[src/rtl/gpio_evt_pkg.sv]
package gpio_evt_pkg;
   localparam int ADDR_W = 3;

   typedef enum logic [ADDR_W-1:0] {
      EVT_RISE_EN = 3'd0,
      EVT_FALL_EN = 3'd1,
      EVT_MASK    = 3'd2,
      EVT_PEND    = 3'd3,
      EVT_CLR     = 3'd4
   } evt_reg_e;
endpackage

[src/rtl/evt_cfg_regs.sv]
module evt_cfg_regs
   import gpio_evt_pkg::*;
#(
   parameter int PIN_W = 32
) (
   input  logic              clk,
   input  logic              rst_n,
   input  logic              wr_en,
   input  logic [ADDR_W-1:0] wr_addr,
   input  logic [PIN_W-1:0]  wr_data,
   output logic [PIN_W-1:0]  rise_en,
   output logic [PIN_W-1:0]  fall_en,
   output logic [PIN_W-1:0]  evt_mask,
   output logic [PIN_W-1:0]  clr_vec
);
   logic sel_rise, sel_fall, sel_mask, sel_clr;

   always_comb begin
      sel_rise = wr_en && (wr_addr == EVT_RISE_EN);
      sel_fall = wr_en && (wr_addr == EVT_FALL_EN);
      sel_mask = wr_en && (wr_addr == EVT_MASK);
      sel_clr  = wr_en && (wr_addr == EVT_CLR);
   end

   always_ff @(posedge clk or negedge rst_n) begin
      if (!rst_n) begin
         rise_en  <= '0;
         fall_en  <= '0;
         evt_mask <= '0;
      end else begin
         if (sel_rise) rise_en  <= wr_data;
         if (sel_fall) fall_en  <= wr_data;
         if (sel_mask) evt_mask <= wr_data;
      end
   end

   assign clr_vec = sel_clr ? wr_data : '0;
endmodule

[src/rtl/evt_edge_detect.sv]
module evt_edge_detect #(
   parameter int PIN_W     = 32,
   parameter int PIN_COUNT = 32
) (
   input  logic             clk,
   input  logic             rst_n,
   input  logic [PIN_W-1:0] pin_in,
   input  logic [PIN_W-1:0] rise_en,
   input  logic [PIN_W-1:0] fall_en,
   output logic [PIN_W-1:0] hit
);
   for (genvar i = 0; i < PIN_W; i++) begin : g_pin
      if (i < PIN_COUNT) begin : g_live
         logic prev_q;
         always_ff @(posedge clk or negedge rst_n) begin
            if (!rst_n) prev_q <= 1'b0;
            else        prev_q <= pin_in[i];
         end
         assign hit[i] = (rise_en[i] &  pin_in[i] & ~prev_q) |
                         (fall_en[i] & ~pin_in[i] &  prev_q);
      end else begin : g_dead
         assign hit[i] = 1'b0;
      end
   end
endmodule

[src/rtl/evt_cause_store.sv]
module evt_cause_store #(
   parameter int PIN_W = 32
) (
   input  logic             clk,
   input  logic             rst_n,
   input  logic [PIN_W-1:0] hit,
   input  logic [PIN_W-1:0] clr_vec,
   output logic [PIN_W-1:0] cause_q
);
   always_ff @(posedge clk or negedge rst_n) begin
      if (!rst_n) cause_q <= '0;
      else        cause_q <= (cause_q & ~clr_vec) | hit;
   end
endmodule

[src/rtl/gpio_edge_cause_unit.sv]
module gpio_edge_cause_unit
   import gpio_evt_pkg::*;
#(
   parameter int PIN_W     = 32,
   parameter int PIN_COUNT = 32
) (
   input  logic              clk,
   input  logic              rst_n,
   input  logic [PIN_W-1:0]  pin_in,
   input  logic              wr_en,
   input  logic [ADDR_W-1:0] wr_addr,
   input  logic [PIN_W-1:0]  wr_data,
   input  logic [ADDR_W-1:0] rd_addr,
   output logic [PIN_W-1:0]  rd_data,
   output logic              irq
);
   if (PIN_W < 1 || PIN_W > 32) begin : g_bad_width
      $error("PIN_W must lie in 1..32");
   end
   if (PIN_COUNT < 1 || PIN_COUNT > PIN_W) begin : g_bad_count
      $error("PIN_COUNT must lie in 1..PIN_W");
   end

   logic [PIN_W-1:0] rise_en, fall_en, evt_mask, clr_vec;
   logic [PIN_W-1:0] hit, cause_q, pending;

   evt_cfg_regs #(.PIN_W(PIN_W)) u_cfg (
      .clk      (clk),
      .rst_n    (rst_n),
      .wr_en    (wr_en),
      .wr_addr  (wr_addr),
      .wr_data  (wr_data),
      .rise_en  (rise_en),
      .fall_en  (fall_en),
      .evt_mask (evt_mask),
      .clr_vec  (clr_vec)
   );

   evt_edge_detect #(.PIN_W(PIN_W), .PIN_COUNT(PIN_COUNT)) u_edge (
      .clk     (clk),
      .rst_n   (rst_n),
      .pin_in  (pin_in),
      .rise_en (rise_en),
      .fall_en (fall_en),
      .hit     (hit)
   );

   evt_cause_store #(.PIN_W(PIN_W)) u_cause (
      .clk     (clk),
      .rst_n   (rst_n),
      .hit     (hit),
      .clr_vec (clr_vec),
      .cause_q (cause_q)
   );

   assign pending = cause_q & evt_mask;
   assign irq     = |pending;

   always_comb begin
      unique case (rd_addr)
         EVT_RISE_EN: rd_data = rise_en;
         EVT_FALL_EN: rd_data = fall_en;
         EVT_MASK:    rd_data = evt_mask;
         EVT_PEND:    rd_data = pending;
         default:     rd_data = '0;
      endcase
   end
endmodule

[config.mk]
export PLATFORM = sky130hd
export DESIGN_NAME = gpio_edge_cause_unit
export DESIGN_NICKNAME = d
export VERILOG_FILES = /design/src/rtl/gpio_evt_pkg.sv /design/src/rtl/evt_cfg_regs.sv /design/src/rtl/evt_edge_detect.sv /design/src/rtl/evt_cause_store.sv /design/src/rtl/gpio_edge_cause_unit.sv
export SDC_FILE = /design/constraint.sdc
export NUM_CORES = 1
export LEC_CHECK = 0
export BUFFER_PORTS_ARGS = -buffer_cell sky130_fd_sc_hd__buf_2
export CAP_MARGIN = 25
export CORE_ASPECT_RATIO = 0.7
export CORE_MARGIN = 2
export CORE_UTILIZATION = 60
export DETAILED_ROUTE_END_ITERATION = 10
export MAX_ROUTING_LAYER = met4
export PLACE_DENSITY = 0.82
export SYNTH_ARGS = -nofsm -noshare
export SYNTH_HDL_FRONTEND = slang
export SYNTH_HIERARCHICAL = 1
export SYNTH_SLANG_ARGS = --single-unit
[constraint.sdc]
create_clock -name clk -period 1.7 [get_ports clk]
set_input_delay 0.085 -clock clk [delete_from_list [all_inputs] [get_ports clk]]
set_output_delay 0.085 -clock clk [all_outputs]
set_load 0.005 [all_outputs]
Yosys cells after proc, flatten, opt, wreduce, memory -nomap -nowiden
Cells that the tools add are included. Widths: inputs -> output; s select.

RAM bits: 0. Output and inout port bits: 33. Bits in latches: 0. Memories: 0. Flip-flop bits (word level): 160. Word-level logic and storage cells: 279. Bits in read-only memories: 0.

Divide/modulo/power cells: 0. Bitwise operators: 228. Order comparisons: 0. $add $sub $neg: 0. Muxes and demuxes: 2. Shift operators: 0. Multiply operators: 0. Equality and inequality tests: 6. Reduce and logical (&&, ||, !) cells: 7.

Operators by type and width (number): $and 1x1->1 (128); $pmux 32 s4 (1); $and 32x32->32 (2); $not 1->1 (64); $mux 32 (1); $not 32->32 (1); $or 1x1->1 (32); $or 32x32->32 (1); $reduce_or 32->1 (1); $eq 3x2->1 const B (3); $eq 3x1->1 const B (2); $logic_not 3->1 (2); $logic_and 1x1->1 (4); $eq 3x3->1 const B (1).

Longest topological paths before layout
Gate-level depths: netlist of run 1.

Word-level depth: 6. Depth in mapped cells: 5.

Hierarchy
The synthesis of run 1 kept the hierarchy.

By module, submodules not included: evt_cfg_regs (area an instance 3937.5 µm², sequential area each 2402.3 µm², times used 1, cells an instance 242); evt_edge_detect (area an instance 1243.7 µm², sequential area each 800.8 µm², times used 1, cells an instance 128); evt_cause_store (area an instance 1161.1 µm², sequential area each 800.8 µm², times used 1, cells an instance 96); gpio_edge_cause_unit (area an instance 935.9 µm², sequential area each 0.0 µm², times used 1, cells an instance 166).

Worst setup path before layout of run 1
No wires, ideal clock.

Kind: register to output. From: register u_cfg.evt_mask[15]. To: output port irq. Arrival: 1162 ps. Data required time: 1615 ps. Stages on the path, launching flop included: 4. Slack: 453 ps. Path through: dfrtp_1 -> a22oi_1 -> nand4_1 -> or4_1.

Cells in the longest elaborated chain, start to end: 2.

Ends and longest elaborated chain: start, declared (line evt_cfg_regs.sv:13) `output logic [PIN_W-1:0] evt_mask,`; start signal, assigned (line evt_cfg_regs.sv:33) `if (sel_mask) evt_mask <= wr_data;`; $and 32x32->32 (line gpio_edge_cause_unit.sv:56) `assign pending = cause_q & evt_mask;`; $reduce_or 32->1 (line gpio_edge_cause_unit.sv:57) `assign irq = |pending;`; end, declared (line gpio_edge_cause_unit.sv:15) `output logic irq`.

Every way passes these cells.

Worst setup path after layout of run 1
From: register u_cfg.evt_mask[7]. To: output port irq.

The elaborated chain is that of the path after synthesis.

==> results of run 1 <==
## area by class of cell
type	instances	area, um2
inverter	64	240.2
multi-input combinational	381	2944
clock buffer	23	488.0
clock inverter	9	82.58
sequential	160	4005
tap	157	196.4
fill	667	2380
antenna	1	2.502
timing repair buffer	187	1429
## worst max path at each step
stage / from / endpoint / slack (ns)
2_1_floorplan: u_cfg/evt_mask[15]$_DFFE_PN0P_ / irq / 0.45
3_3_place_gp: u_cfg/evt_mask[20]$_DFFE_PN0P_ / irq / 0.11
3_5_place_dp: u_cfg/evt_mask[20]$_DFFE_PN0P_ / irq / 0.08
4_1_cts: u_cfg/evt_mask[11]$_DFFE_PN0P_ / irq / -0.26
5_1_grt: u_cause/cause_q[19]$_DFF_PN0_ / irq / -0.31
6_report: u_cfg/evt_mask[7]$_DFFE_PN0P_ / irq / -0.25
## placed cells by master (no fill, tap or decap), drive strengths merged
cell	synthesis	routed
a21o	32	32
a21oi	32	32
a22oi	48	48
and2	32	32
and3b	1	1
and4bb	1	1
buf	23	122
bufinv	0	1
clkbuf	4	23
clkinv	0	3
clkinvlp	0	5
dfrtp	160	160
diode	0	1
dlygate4sd3	0	65
inv	64	64
mux2	96	96
nand2	63	63
nand3b	1	1
nand4	4	4
nor3	1	1
nor3b	2	2
nor4b	1	1
nor4bb	2	2
o21ai	33	33
o22ai	31	31
or4	1	1
## through the flow
stage                     power (mW)  hold slack (ns)
after floorplan                5.985          -0.2106
after global placement         6.621          0.04059
after detailed placement       6.767          0.05307
after CTS                      10.58           0.1791
after global routing           11.07           0.2107
final                          10.67           0.1700
## state kept, by name, indices dropped and copies added (netlist names)
| signal | cells |
|---|---|
| u_cfg/fall_en | 32 |
| u_cfg/rise_en | 32 |
| u_edge/g_pin.g_live.prev_q | 32 |
| u_cfg/evt_mask | 32 |
| u_cause/cause_q | 32 |
## routing by layer
layer,global-route usage,wire [um],vias up
met4,0.1163,457,0
li1,-,-,2578
met2,0.5202,9674,283
met1,0.4113,8456,2907
met3,0.1127,1743,58
met5,-,0,-
## power groups by stage
| stage | combinational (mW) | sequential, mW | clock [mW] |
|---|---|---|---|
| after floorplan | 1.10 | 4.88 | 0 |
| after global placement | 1.64 | 4.98 | 0 |
| after detailed placement | 1.71 | 5.06 | 0 |
| after CTS | 1.88 | 5.02 | 3.68 |
| after global routing | 2.09 | 5.13 | 3.85 |
| final | 1.93 | 5.06 | 3.68 |
## cell families (layout without fill, tap and decap cells)
family          Yosys count  in the layout  share of synthesized area
flops                   160            160                     0.5501
other cells               0              1                          0
simple gates            109            109                    0.07856
buf+inv                  91            283                    0.05862
mux                      96             96                     0.1588
compound gates          176            176                     0.1539
## timing repair
action	CTS	global route
endpoints found under the setup margin	1	1
endpoints found under the hold margin	179	0
pin swaps	4	3
gates resized for setup	8	4
buffers inserted	3	0
hold buffers	65	0
==> results.ini, run 1 <==
[floorplan]
fp.dieArea_um2 = 13040
start_util = 0.6185
die_y_um = 96.15
core_um2 = 11770
rows = 33
die-width_um = 135.6
pin_count = 106

[clock_tree]
clkSlewWorstSetupHoldPaths_ns = 0.06
cts.sinks = 160
numCtsBuffers = 17
clock-root-buffer = clkbuf_16
htreeDepth = 4
cts_max_path_buffers = 2
cts_tree = yes
insertion_delay_ns = 0.42

[logic_synthesis]
postSynthCellCount = 632
syn-num-nets = 705
synthTopCellsByArea = dfrtp_1 (55%), mux2_2 (11%), a22oi_1 (5.0%)
synth_edf_count = 0
synth_warnings = 6
synth_top_cell_by_area = dfrtp_1
synthArstFlopShare = 1.000
yosysTopAreaCellShare = 0.5501
ys_types = 25
ys_seq_elements = 160
seq_area_frac_synth = 0.5501
synthMostInstantiatedCell = dfrtp_1
netlist_area_um2 = 7278
ys_dominant_reg_cell = dfrtp_1
avgSynthCellArea_um2 = 11.52
synth_common_cells = dfrtp_1 (160), mux2_2 (68), inv_1 (64), nand2_1 (63), a22oi_1 (48)

[setup_path]
required_ns = 1.62
reg2reg_from = u_cfg/rise_en[18]$_DFFE_PN0P_
cp_slowest_stage_delay_ns = 0.57
r2r_setup_slack_ns = 0.75
path_max_fanout = 3
cp_slowest_cell = or4_4
cp-start-kind = flop
reg2reg_depth = 3
critPathBufInv = 1
path_depth = 4
critPathCaptureType = primary output
cp_data_arrival_time_ns = 1.86
r2r-end = u_cause/cause_q[18]$_DFF_PN0_
path_cells = a22oi_2, nand4_1, or4_4, buf_6
critical_path_class = reg -> out
cp_top_family = simple AND/OR/NAND/NOR gates

[finish]
final_nets = 884
fin_util = 0.7978
final_design_area_no_fill_um2 = 9388
area_delta_synth_final_pct = 28.98
drive_above_1_share = 0.3131
fin_cells = 982

[pwr]
p_int_mw = 7.696
switching_share = 0.2785
power.leakage_nw = 4.130
p_sw_mw = 2.971
power.density_nw_per_um2 = 1136
p_clk_frac = 0.345
p_comb_frac = 0.181
pwr-share-seq = 0.474
peakVddDrop_mv = 0.7920

[drt]
drc = 0
vias_per_cell = 5.933
drt-initial-drc-count = 482
avgRoutedWirePerCell_um = 20.70
drt_pre_antenna_iters = 5
num_vias = 5826
ant_nets = 0
routed_wl_um = 20330

[global_route]
grt_overflow = 0
grt_max_degree = 60
grt_usage = 0.3331
grt_pass1_wl_um = 30990
antenna_found_initial = 1
first_global_vias = 5938

[sta]
slew_headroom = 0.6773
setup_viol = 1
fin_setup_tns_ns = -0.2469
hold_viol_final = 0
fin_crit_sh = 1.145
max_freq_mhz = 513.6
finalWorstSetupSlack_ns = -0.2469
tightest_slew_ns = 0.4840
grt_setup_unrepaired = true
period_needed_ns = 1.947
drv_slew = 0
finClkSkew_ns = 0.007009

[placement]
dp_slack_ns = 0.08462
place_congestion = 0.8528
post_dp_cell_area_um2 = 8085
numPlacedInstances = 881
io_buffers = 105
hpwl_um = 12310

[worst_hold_path]
hold_path.class = in -> async

[job]
drv_cap = 0

[outcome]
status = complete, but fails checks
violations = setup timing

(Power assumes the default switching activity.)
==> inputs of run 2 (changes only) <==
--- a/config.mk
+++ b/config.mk
@@ -6,13 +6,13 @@
 export NUM_CORES = 1
 export LEC_CHECK = 0
 export BUFFER_PORTS_ARGS = -buffer_cell sky130_fd_sc_hd__buf_2
-export CAP_MARGIN = 25
 export CORE_ASPECT_RATIO = 0.7
 export CORE_MARGIN = 2
-export CORE_UTILIZATION = 60
+export CORE_UTILIZATION = 57
+export CTS_CLUSTER_DIAMETER = 100
 export DETAILED_ROUTE_END_ITERATION = 10
 export MAX_ROUTING_LAYER = met4
-export PLACE_DENSITY = 0.82
+export PLACE_DENSITY = 0.79
 export SYNTH_ARGS = -nofsm -noshare
 export SYNTH_HDL_FRONTEND = slang
 export SYNTH_HIERARCHICAL = 1
==> constraint.sdc (replaced) <==
create_clock -name clk -period 2 [get_ports clk]
set_input_delay 0.1 -clock clk [delete_from_list [all_inputs] [get_ports clk]]
set_output_delay 0.1 -clock clk [all_outputs]
set_load 0.005 [all_outputs]
==> results.ini, run 2 (synthesis results as in run 1) <==
[sta]
hold_viol_final = 0
max_freq_mhz = 513.5
finClkSkew_ns = 0.006044
tightest_slew_ns = 0.4686
fin_setup_tns_ns = 0
slew_headroom = 0.6876
fin_crit_sh = 0.9737
grt_setup_unrepaired = true
period_needed_ns = 1.947
drv_slew = 0
finalWorstSetupSlack_ns = 0.05265
setup_viol = 0

[global_route]
grt_use_met2 = 0.4646
grt_pass1_wl_um = 31600
grt_util_met3 = 0.07191
grt_usage = 0.3059
antenna_found_initial = 1
grtUsageMet1 = 0.4142
first_global_vias = 6125
grt_busiest_layer = met2
grt_overflow = 0
grt_max_degree = 64

[placement]
post_dp_cell_area_um2 = 8061
io_buffers = 105
dp_slack_ns = 0.4123
place_congestion = 0.8193
hpwl_um = 12130

[pwr]
peakVddDrop_mv = 0.6680
power.leakage_nw = 4.144
power.density_nw_per_um2 = 1006

[setup_path]
cp-endpoint = irq
required_ns = 1.90
path_max_fanout = 3
reg2reg_depth = 3
critPathCaptureType = primary output
startpoint = u_cause/cause_q[7]$_DFF_PN0_
critical_path_class = reg -> out
r2r_setup_slack_ns = 1.10
cp_data_arrival_time_ns = 1.85
cp-start-kind = flop
r2r-end = u_cause/cause_q[13]$_DFF_PN0_
reg2reg_from = u_cfg/rise_en[13]$_DFFE_PN0P_

[drt]
avgRoutedWirePerCell_um = 19.98
drt-initial-drc-count = 427
drc = 0
num_vias = 5726
vias_per_cell = 5.843
routed_wl_um = 19580
drt_pre_antenna_iters = 4
ant_nets = 0

[clock_tree]
numCtsBuffers = 17
cts_max_path_buffers = 2
clock-root-buffer = clkbuf_16
clkSlewWorstSetupHoldPaths_ns = 0.06
cts_tree = yes
cts.sinks = 160
htreeDepth = 4
insertion_delay_ns = 0.42

[floorplan]
die-width_um = 139.1
die_y_um = 98.54
core_um2 = 12420
pin_count = 106
rows = 34
fp.dieArea_um2 = 13700
start_util = 0.5859

[finish]
final_design_area_no_fill_um2 = 9395
final_nets = 877
final_cell_mix = dfrtp_1 (160), buf_2 (104), mux2_2 (68)
ff_latch_area_um2 = 4004
multi_input_area_um2 = 2915
layout_commonest_cell = dfrtp_1
fillers = 781
drive_above_1_share = 0.3011
area_delta_synth_final_pct = 29.09

[job]
drv_cap = 0

[worst_hold_path]
hold_path.class = in -> reg
worstHoldPathCells = 2

[outcome]
status = completed

-- run 2: power breakdown --
| group | total [mW] | internal, mW | switching [mW] |
|---|---|---|---|
| combinational | 1.58 | 0.882 | 0.702 |
| sequential | 4.27 | 3.79 | 0.473 |
| clock | 3.60 | 2.29 | 1.31 |
-- run 2: area by class of cell --
cell class	count	share of cell area
diodes	1	0.0002663
clock buffers	20	0.04861
clock inverters	12	0.02197
inverters	64	0.02557
multi-input cells	381	0.3103
flip-flops and latches	160	0.4262
well taps	162	0.02157
repair buffers	180	0.1456
-- run 2: worst min path at each step --
stage	start	end	slack, ns
floorplan	rst_n	u_cause/cause_q[0]$_DFF_PN0_	-0.20
CTS	wr_data[1]	u_cfg/rise_en[1]$_DFFE_PN0P_	0.009
global placement	rst_n	u_edge/g_pin[16].g_live.prev_q$_DFF_PN0_	0.06
detailed placement	rst_n	u_edge/g_pin[16].g_live.prev_q$_DFF_PN0_	0.06
global route	wr_data[1]	u_cfg/rise_en[1]$_DFFE_PN0P_	0.01
finish	wr_data[1]	u_cfg/rise_en[1]$_DFFE_PN0P_	0.02
-- run 2: critical path, stage by stage, from the launching register on --
cell and delay, ns:
dfrtp_1 0.40, a22oi_2 0.22, nand4_1 0.15, or4_1 0.50, buf_2 0.15
-- run 2: metrics by stage --
step           instances  hold slack [ns]  total power [mW]    util
2_1_floorplan        632          -0.1956             5.088       -
3_3_place_gp         882          0.05901             5.618  0.6490
3_5_place_dp         882          0.06193             5.738  0.6490
4_1_cts              978         0.009442             9.450  0.7543
5_1_grt              980          0.01108             9.876  0.7563
6_report             980          0.02475             9.455  0.7563
-- run 2: what timing repair did --
item                                   4_1_cts  5_1_grt
gates resized for setup                      1        3
gates cloned                                 0        0
buffers inserted                             0        1
pin swaps                                    0        4
endpoints found under the hold margin      170        0
hold buffers                                64        0
setup endpoints to repair                    1        1
-- run 2: routing by layer --
layer  vias to the layer above  routed length, um
met4                         0                310
met1                      2869               8663
met3                        32               1509
li1                       2571                  -
met5                         -                  0
met2                       254               9101
